===== src/rtl/iota_const_pkg.sv =====
`timescale 1ns/1ps
package iota_const_pkg;

  localparam int unsigned SR_W            = 8;
  localparam logic [SR_W-1:0] SR_SEED     = 8'h01;
  localparam logic [SR_W-1:0] SR_TAPS     = 8'h71;  // bits 0,4,5,6
  localparam int unsigned STEPS_PER_ROUND = 7;
  localparam int unsigned SLOT_W          = $clog2(STEPS_PER_ROUND);
  localparam int unsigned ABS_MAX_ROUNDS  = 24;

  typedef enum logic [1:0] {
    SEQ_IDLE,
    SEQ_FILL,
    SEQ_HOLD
  } seq_e;

  // One step: shift toward the MSB, fold the outgoing bit into the taps.
  function automatic logic [SR_W-1:0] sr_advance(input logic [SR_W-1:0] cur);
    logic [SR_W-1:0] shifted;
    shifted = {cur[SR_W-2:0], 1'b0};
    return cur[SR_W-1] ? (shifted ^ SR_TAPS) : shifted;
  endfunction

  // Step index j whose bit lands at position p (p = 2^j - 1), else -1.
  function automatic int slot_of(input int p);
    for (int j = 0; j < int'(STEPS_PER_ROUND); j++) begin
      if ((1 << j) - 1 == p) return j;
    end
    return -1;
  endfunction

endpackage


===== src/rtl/iota_sr.sv =====
`timescale 1ns/1ps
module iota_sr
  import iota_const_pkg::*;
(
  input  logic clk,
  input  logic rst_n,
  input  logic seed_i,
  input  logic step_i,
  output logic bit_o
);

  logic [SR_W-1:0] sr_q;

  always_ff @(posedge clk or negedge rst_n) begin
    if (!rst_n)      sr_q <= SR_SEED;
    else if (seed_i) sr_q <= SR_SEED;
    else if (step_i) sr_q <= sr_advance(sr_q);
  end

  assign bit_o = sr_q[0];

  // a maximal-length register never falls into the all-zero state
  p_reg_nonzero_r3: assert property (@(posedge clk) disable iff (!rst_n)
    sr_q != '0);

  // seeding leaves only bit 0 set
  p_seed_value_r3: assert property (@(posedge clk) disable iff (!rst_n)
    seed_i |=> (sr_q == SR_SEED));

  // the register is frozen when neither seeding nor stepping
  p_frozen_r3: assert property (@(posedge clk) disable iff (!rst_n)
    (!seed_i && !step_i) |=> $stable(sr_q));

endmodule


===== src/rtl/iota_seq.sv =====
`timescale 1ns/1ps
module iota_seq
  import iota_const_pkg::*;
#(
  parameter int unsigned ROUND_LIMIT = 24
) (
  input  logic              clk,
  input  logic              rst_n,
  input  logic              restart_i,
  input  logic              adv_i,
  output logic              seed_o,
  output logic              step_o,
  output logic              clear_o,
  output logic [SLOT_W-1:0] slot_o,
  output logic              valid_o
);

  localparam int unsigned RND_W = (ROUND_LIMIT > 1) ? $clog2(ROUND_LIMIT) : 1;
  localparam logic [SLOT_W-1:0] LAST_SLOT  = SLOT_W'(STEPS_PER_ROUND - 1);
  localparam logic [RND_W-1:0]  LAST_ROUND = RND_W'(ROUND_LIMIT - 1);

  seq_e              state_q;
  logic [SLOT_W-1:0] slot_q;
  logic [RND_W-1:0]  round_q;
  logic              last_round;
  logic              advance_go;

  assign last_round = (round_q == LAST_ROUND);
  assign advance_go = adv_i && !restart_i && (state_q == SEQ_HOLD) && !last_round;

  always_ff @(posedge clk or negedge rst_n) begin
    if (!rst_n) begin
      state_q <= SEQ_IDLE;
      slot_q  <= '0;
      round_q <= '0;
    end else if (restart_i) begin
      state_q <= SEQ_FILL;
      slot_q  <= '0;
      round_q <= '0;
    end else if (advance_go) begin
      state_q <= SEQ_FILL;
      slot_q  <= '0;
      round_q <= round_q + RND_W'(1);
    end else if (state_q == SEQ_FILL) begin
      if (slot_q == LAST_SLOT) begin
        state_q <= SEQ_HOLD;
        slot_q  <= '0;
      end else begin
        slot_q  <= slot_q + SLOT_W'(1);
      end
    end
  end

  assign seed_o  = restart_i;
  assign step_o  = (state_q == SEQ_FILL) && !restart_i;
  assign clear_o = restart_i || advance_go;
  assign slot_o  = slot_q;
  assign valid_o = (state_q == SEQ_HOLD);

  // a restart always invalidates the output on the next cycle
  p_restart_drops_r2: assert property (@(posedge clk) disable iff (!rst_n)
    restart_i |=> !valid_o);

  // valid only rises after the final of the seven steps
  p_fill_seven_r2: assert property (@(posedge clk) disable iff (!rst_n)
    $rose(valid_o) |-> ($past(slot_q) == LAST_SLOT));

  // advancing below the last round drops valid
  p_adv_drops_r4: assert property (@(posedge clk) disable iff (!rst_n)
    (valid_o && adv_i && !restart_i && !last_round) |=> !valid_o);

  // restart beats advance on the same edge
  p_restart_wins_r7: assert property (@(posedge clk) disable iff (!rst_n)
    (restart_i && adv_i) |=> (round_q == '0));

  // an advance while idle leaves the sequencer idle
  p_idle_ignores_r8: assert property (@(posedge clk) disable iff (!rst_n)
    (state_q == SEQ_IDLE && !restart_i) |=> (state_q == SEQ_IDLE));

  // on the last round the held constant stays valid
  p_last_holds_r9: assert property (@(posedge clk) disable iff (!rst_n)
    (valid_o && last_round && !restart_i) |=> valid_o);

endmodule


===== src/rtl/iota_acc.sv =====
`timescale 1ns/1ps
module iota_acc
  import iota_const_pkg::*;
#(
  parameter int unsigned LANE_W = 64
) (
  input  logic              clk,
  input  logic              rst_n,
  input  logic              clear_i,
  input  logic              step_i,
  input  logic [SLOT_W-1:0] slot_i,
  input  logic              bit_i,
  input  logic              valid_i,
  output logic [LANE_W-1:0] word_o
);

  logic [LANE_W-1:0] acc_q;
  logic [LANE_W-1:0] acc_d;
  logic [LANE_W-1:0] hit;

  for (genvar p = 0; p < int'(LANE_W); p++) begin : g_pos
    localparam int SLOT = slot_of(p);
    if (SLOT >= 0) begin : g_slot
      assign hit[p] = step_i && (slot_i == SLOT_W'(SLOT));
    end else begin : g_zero
      assign hit[p] = 1'b0;
    end
  end

  always_comb begin
    if (clear_i) acc_d = '0;
    else         acc_d = (acc_q & ~hit) | (hit & {LANE_W{bit_i}});
  end

  always_ff @(posedge clk or negedge rst_n) begin
    if (!rst_n) acc_q <= '0;
    else        acc_q <= acc_d;
  end

  assign word_o = acc_q;

  // a new round starts from an empty constant
  p_clear_empties_r4: assert property (@(posedge clk) disable iff (!rst_n)
    clear_i |=> (word_o == '0));

  // the held constant does not move while valid persists
  p_hold_stable_r5: assert property (@(posedge clk) disable iff (!rst_n)
    (valid_i && $past(valid_i)) |-> $stable(word_o));

endmodule


===== src/rtl/iota_const_gen.sv =====
`timescale 1ns/1ps
module iota_const_gen
  import iota_const_pkg::*;
#(
  parameter int unsigned LANE_W      = 64,
  parameter int unsigned ROUND_LIMIT = ABS_MAX_ROUNDS
) (
  input  logic              clk,
  input  logic              rst_n,
  input  logic              restart_i,
  input  logic              adv_i,
  output logic [LANE_W-1:0] const_o,
  output logic              const_vld_o
);

  logic              seed_w;
  logic              step_w;
  logic              clear_w;
  logic [SLOT_W-1:0] slot_w;
  logic              sr_bit_w;
  logic              valid_w;

  iota_seq #(
    .ROUND_LIMIT(ROUND_LIMIT)
  ) u_seq (
    .clk      (clk),
    .rst_n    (rst_n),
    .restart_i(restart_i),
    .adv_i    (adv_i),
    .seed_o   (seed_w),
    .step_o   (step_w),
    .clear_o  (clear_w),
    .slot_o   (slot_w),
    .valid_o  (valid_w)
  );

  iota_sr u_sr (
    .clk   (clk),
    .rst_n (rst_n),
    .seed_i(seed_w),
    .step_i(step_w),
    .bit_o (sr_bit_w)
  );

  iota_acc #(
    .LANE_W(LANE_W)
  ) u_acc (
    .clk    (clk),
    .rst_n  (rst_n),
    .clear_i(clear_w),
    .step_i (step_w),
    .slot_i (slot_w),
    .bit_i  (sr_bit_w),
    .valid_i(valid_w),
    .word_o (const_o)
  );

  assign const_vld_o = valid_w;

  // the register steps only while a constant is being assembled
  p_step_only_filling_r3: assert property (@(posedge clk) disable iff (!rst_n)
    step_w |-> !const_vld_o);

endmodule


===== config.mk =====
export PLATFORM = sky130hd
export DESIGN_NAME = iota_const_gen
export DESIGN_NICKNAME = d
export VERILOG_FILES = /design/src/rtl/iota_const_pkg.sv /design/src/rtl/iota_sr.sv /design/src/rtl/iota_seq.sv /design/src/rtl/iota_acc.sv /design/src/rtl/iota_const_gen.sv
export SDC_FILE = /design/constraint.sdc
export NUM_CORES = 1
export LEC_CHECK = 0
export BUFFER_PORTS_ARGS = -buffer_cell sky130_fd_sc_hd__buf_2
export CORE_UTILIZATION = 45
export CTS_CLUSTER_SIZE = 14
export DETAILED_ROUTE_END_ITERATION = 6
export PLACE_DENSITY_LB_ADDON = 0.05
export SETUP_SLACK_MARGIN = 0.5
export SLEW_MARGIN = 30
export SYNTH_ARGS = -nofsm -noshare
export SYNTH_HDL_FRONTEND = slang
export SYNTH_SLANG_ARGS = --single-unit

===== constraint.sdc =====
create_clock -name clk -period 4.7 [get_ports clk]
set_input_delay 0.235 -clock clk [delete_from_list [all_inputs] [get_ports clk]]
set_output_delay 0.235 -clock clk [all_outputs]
set_load 0.05 [all_outputs]

# --- Word level (Yosys, flattened, before mapping) ---
# Cells that the tools add are included.
totals:
  ff_bits: 82
  latch_bits: 0
  mem_bits_rw: 0
  romBits: 0
  inputBits: 4
  out_inout_bits: 65
  word_cells: 55
  mem_count: 0
op_classes:
  n_addsub: 2
  multipliers: 0
  n_div: 0
  order_cmp: 0
  n_eq_ne: 9
  shift: 0
  muxes: 14
  n_bitwise: 5
  reduce_logical: 20
ops:
  columns: ["op", "count"]
  rows:
  - ["$and A64 B64 Y64", 2]
  - ["$mux W64", 1]
  - ["$not A64 Y64", 1]
  - ["$or A64 B64 Y64", 1]
  - ["$mux W8", 2]
  - ["$mux W3", 4]
  - ["$logic_and A1 B1 Y1", 11]
  - ["$mux W5", 2]
  - ["$eq A3 B3 Y1 const B", 3]
  - ["$mux W2", 4]
  - ["$mux W7", 1]
  - ["$eq A3 B2 Y1 const B", 2]
  - ["$reduce_bool A3 Y1", 2]
  - ["$add A5 B1 Y5 const B", 1]
  - ["$eq A5 B5 Y1 const B", 1]
  - ["$not A4 Y4", 1]
  - ["$reduce_bool A2 Y1", 2]
  - ["$add A3 B1 Y3 const B", 1]
  - ["$eq A3 B1 Y1 const B", 1]
  - ["$logic_not A3 Y1", 1]
  - ["$eq A2 B1 Y1 const B", 1]
  - ["$eq A2 B2 Y1 const B", 1]
  - ["$logic_not A1 Y1", 2]
  - ["$reduce_and A2 Y1", 1]
  - ["$logic_or A1 B1 Y1", 1]

# --- Logic depth before layout (Yosys ltp) ---
depth:
  depth_word: 7
  ltp_mapped: 6
  ltp_nobuf: 5

# --- Modules after synthesis ---
# From an unflattened synthesis, not the netlist that was laid out.
unflattened:
  cells_unflattened: 172
  hier_area_um2: 1684.1
modules_own_cells:
  columns: ["module", "n_inst", "cells_per_inst", "area_each_um2", "seq_area_each_um2"]
  rows:
  - ["iota_acc", 1, 87, 805.8, 175.2]
  - ["iota_seq", 1, 55, 529.3, 250.2]
  - ["iota_sr", 1, 30, 349.1, 201.4]

# --- Worst setup path after synthesis ---
# No wires, ideal clock.
synth_timing:
  kind: "register -> register"
  from: "register u_seq.slot_q[0], in the netlist u_seq.slot_o[0]"
  to: "register u_seq.slot_q[2], in the netlist u_seq.slot_o[2]"
  setup_ns: 0.078
  t_arrival_ns: 1.431
  required_ns: 4.622
  slack_ns: 3.191
  path_stages_with_launch: 6
  n_path_buf: 1
  period_less_slack_ns: 1.509
  cell_sequence: "dfrtp_1 -> buf_2 -> and2_1 -> ha_1 -> or3_1 -> a21oi_1"
synth_via:
  elab_chain_cells: 5
  word_cells_on_any_way: 6
  cone_classes: "add/sub (1); eq/ne (1); mux (4)"
synth_rtl:
  columns: ["item", "line_no", "text"]
  rows:
  - ["start: declaration", "iota_seq.sv:23", "logic [SLOT_W-1:0] slot_q;"]
  - ["start signal: assignment", "iota_seq.sv:49", "slot_q <= slot_q + SLOT_W'(1);"]
  - ["$add A3 B1 Y3 or $eq A3 B3 Y1 (tied branches)", "iota_seq.sv:49, iota_seq.sv:45", null]
  - ["$mux W3 (*)", "iota_seq.sv:45", "if (slot_q == LAST_SLOT) begin"]
  - ["$mux W3 (*)", "iota_seq.sv:44", "end else if (state_q == SEQ_FILL) begin"]
  - ["$mux W3 (*)", "iota_seq.sv:40", "end else if (advance_go) begin"]
  - ["$mux W3 (*)", "iota_seq.sv:36", "end else if (restart_i) begin"]
# Mark *: on every way between the ends. The rest lies on a longest branch, timed or not. The select of a mux whose other input is x is not followed.
# A chain may end at the register's enable or synchronous reset.

# --- Worst setup path in the final report ---
# Same ends and word-level chain as after synthesis.

==> metrics.txt <==
failing checks design-rule violations; PortBufs 11; Clock Path Buffers 2; first-pass GRT wire length 4770 µm; share of the synthesized area in the top cell type 34.7%; initial antenna violation count 0; layout cell share with drive strength beyond 1 10.7%; NumNets Final 203; prevailing post-synth register cell dfrtp_1; Avg Synthesized Cell Area 9.06 µm²; Core Box Area 3660 µm²; CTS tree yes; Routed WL per cell 11.2 µm; Die Span X 64.0 µm; fmax 635 MHz; register area share after synthesis 36.2%; Worst path max stage delay 0.52 ns; DP HPWL 1910 µm; hold endpoint u_seq.round_q[0]; Diodes inserted 0; area leader, netlist dfrtp_1; 1st-iter DRT viols 40; Remaining DRCs 1; Async SR Flop Fraction 100%; TNS Setup 0 ns; CTS Sinks 25; worst r2r src u_seq.slot_o[0]; Core Rows 22; Die H 64.0 µm; First-pass DRT Iterations 6; CP Launch Type register; post-layout util 44.6%; worst path cell trace and2_1 > ha_1 > or3_1 > a21oi_1; RSZ-0062 raised after global routing false; WHS Path Cells 2; P&R area growth vs syn -5.57%; maximum VDD drop 186 µV; number of flops mapped to enable cells by yosys 0; GR Overflow Total 0; remaining antenna violation count 0; Critical R2R Capture u_seq.slot_o[2]; CP Capture Type register; Syn Inst Count 191; type of the most critical hold path in -> reg; register area 627 µm²; final max-slew violation count 0; Die ar. 4100 µm²; CTS Hold Bufs 1; final hold violations 0; largest net degree at the start of global routing 26; IO Pins 69; Yosys reg bits 25; mapped cell area 1730 µm²; multi-input logic area 822 µm²; routed wire length 2740 µm; Setup Crit Path Kind reg -> reg; H-tree levels 1; worst reg-to-reg setup slack 3.12 ns; post-DR vias/cell 4.66; CTS Root Buffer Type clkbuf_8; fill count 380; GRT Util Overall 15.2%; Max-slew headroom 61.7%; MaxCap Viol Count 0; fin crit share 33.5%; crit path DAT 1.77 ns; via count 1136; outcome complete, but fails checks; clk slew on worst S/H paths 0.08 ns; reg2reg path depth 4; Worst-Skew Late Latency 0.27 ns; Initial Utilization 47.3%; Final min period 1.58 ns; CTS resizes 0; Critical Path RT 4.90 ns; cell area power density 311 nW/µm²; Slowest cell on crit path dfrtp_1; number of global-route vias before repair 1011; Tot Pwr 509 µW; Setup violations, final 0; Synth warnings 0; number of buffers created by CTS 3; post-synthesis cell type count 39; postcts setup bufs 0; RD Place Congestion 0.749; crit path max fanout 14; synth top area cells dfrtp_1 (35%), buf_4 (25%), a21oi_1 (5.5%); leakage 0.000786 µW; Worst Tran Pin Value 0.573 ns; clk_skew 0.00191 ns; Hold Startpoint restart_i
-- layout make-up --
class                           instances  area share [%]
Multi-Input combinational cell        151            50.3
Sequential cell                        25            38.4
Timing Repair Buffer                   12            3.98
Tap cell                               48            3.68
Clock buffer                            4            2.76
Inverter                                4           0.919
-- per-stage QoR --
stage | std cells | instance area (µm²) | worst slack, ns | hold slack, ns
after floorplan | 247 | 1940 | 3.19 | -0.0606
after global placement | 239 | 1580 | 3.17 | 0.276
after detailed placement | 239 | 1580 | 3.13 | 0.271
after CTS | 244 | 1630 | 3.13 | 0.383
after global routing | 244 | 1630 | 2.99 | 0.431
final | 244 | 1630 | 3.12 | 0.385
-- cells in the final DEF, fill, tap and decap left out, drive strengths merged, types with 3 or more instances in the layout --
master   n
conb    57
dfrtp   24
a21oi   19
nand2   12
buf     11
o21ai    8
nand3    6
nor2     5
inv      4
a211oi   4
clkbuf   4
nand4    3
nand2b   3
nand3b   3
xnor2    3
or3      3
-- state kept, by name, indices dropped and copies added (netlist names) --
name and flops:
u_sr.sr_q 8, u_acc.word_o 7, u_seq.slot_o 3, u_seq.state_q 2, u_seq.round_q 5
-- Yosys cell counts (2+ instances only) --
master / number
buf_4: 58
dfrtp_1: 24
a21oi_1: 19
nand2_1: 12
o21ai_0: 8
buf_2: 6
nand3_1: 6
nor2_1: 5
a211oi_1: 4
inv_1: 4
clkbuf_1: 3
nand2b_1: 3
nand3b_1: 3
nand4_1: 3
or3_1: 3
xnor2_1: 3
ha_1: 2
nand4b_1: 2
o211ai_1: 2
o31ai_1: 2
-- where the power goes --
part           internal (µW)  leakage [µW]  total, µW  switching (µW)
sequential               224      0.000335        237            12.9
clock                   60.7     0.0000228        127            66.3
combinational           17.2      0.000428        145             128
total                    302      0.000786        509             207
-- cell families (layout without fill, tap and decap cells) --
group,count (synthesis),count (layout),share of synthesized area (%)
compound gates,39,39,13.1
xor+xnor,3,3,1.52
fa+ha+maj,2,2,1.45
buf+inv,71,20,28.4
flops,25,25,36.2
mux,1,1,0.578
other cells,1,57,0.217
simple gates,49,49,18.5
-- critical path: cells and delay by family (launching register included) --
kind                     cells  cell delay, ns
AO/OA/AOI/OAI                1            0.14
adder cells (fa/ha/maj)      1            0.26
AND/OR/NAND/NOR              2            0.59
flip-flops                   1            0.52
-- layer usage --
metal	track usage (%)	up-vias	share of wire, %
met5	0	-	0
met4	6.82	0	1.6
met3	3.93	4	5.0
met2	24.1	43	45
met1	19.2	540	48
li1	-	549	-
-- worst max-delay path by stage --
stage	from	end	slack, ns
6_report	u_seq.slot_o[0]	u_seq.slot_o[2]	3.12
5_1_grt	u_seq.slot_o[0]	u_seq.slot_o[2]	2.99
4_1_cts	u_seq.slot_o[0]	u_seq.slot_o[2]	3.13
3_5_place_dp	u_seq.slot_o[0]	u_seq.slot_o[2]	3.13
3_3_place_gp	u_seq.slot_o[0]	u_seq.slot_o[2]	3.17
2_1_floorplan	u_seq.slot_o[0]	u_seq.slot_o[2]	3.19
Note: power is estimated with default switching activity, not from simulation.
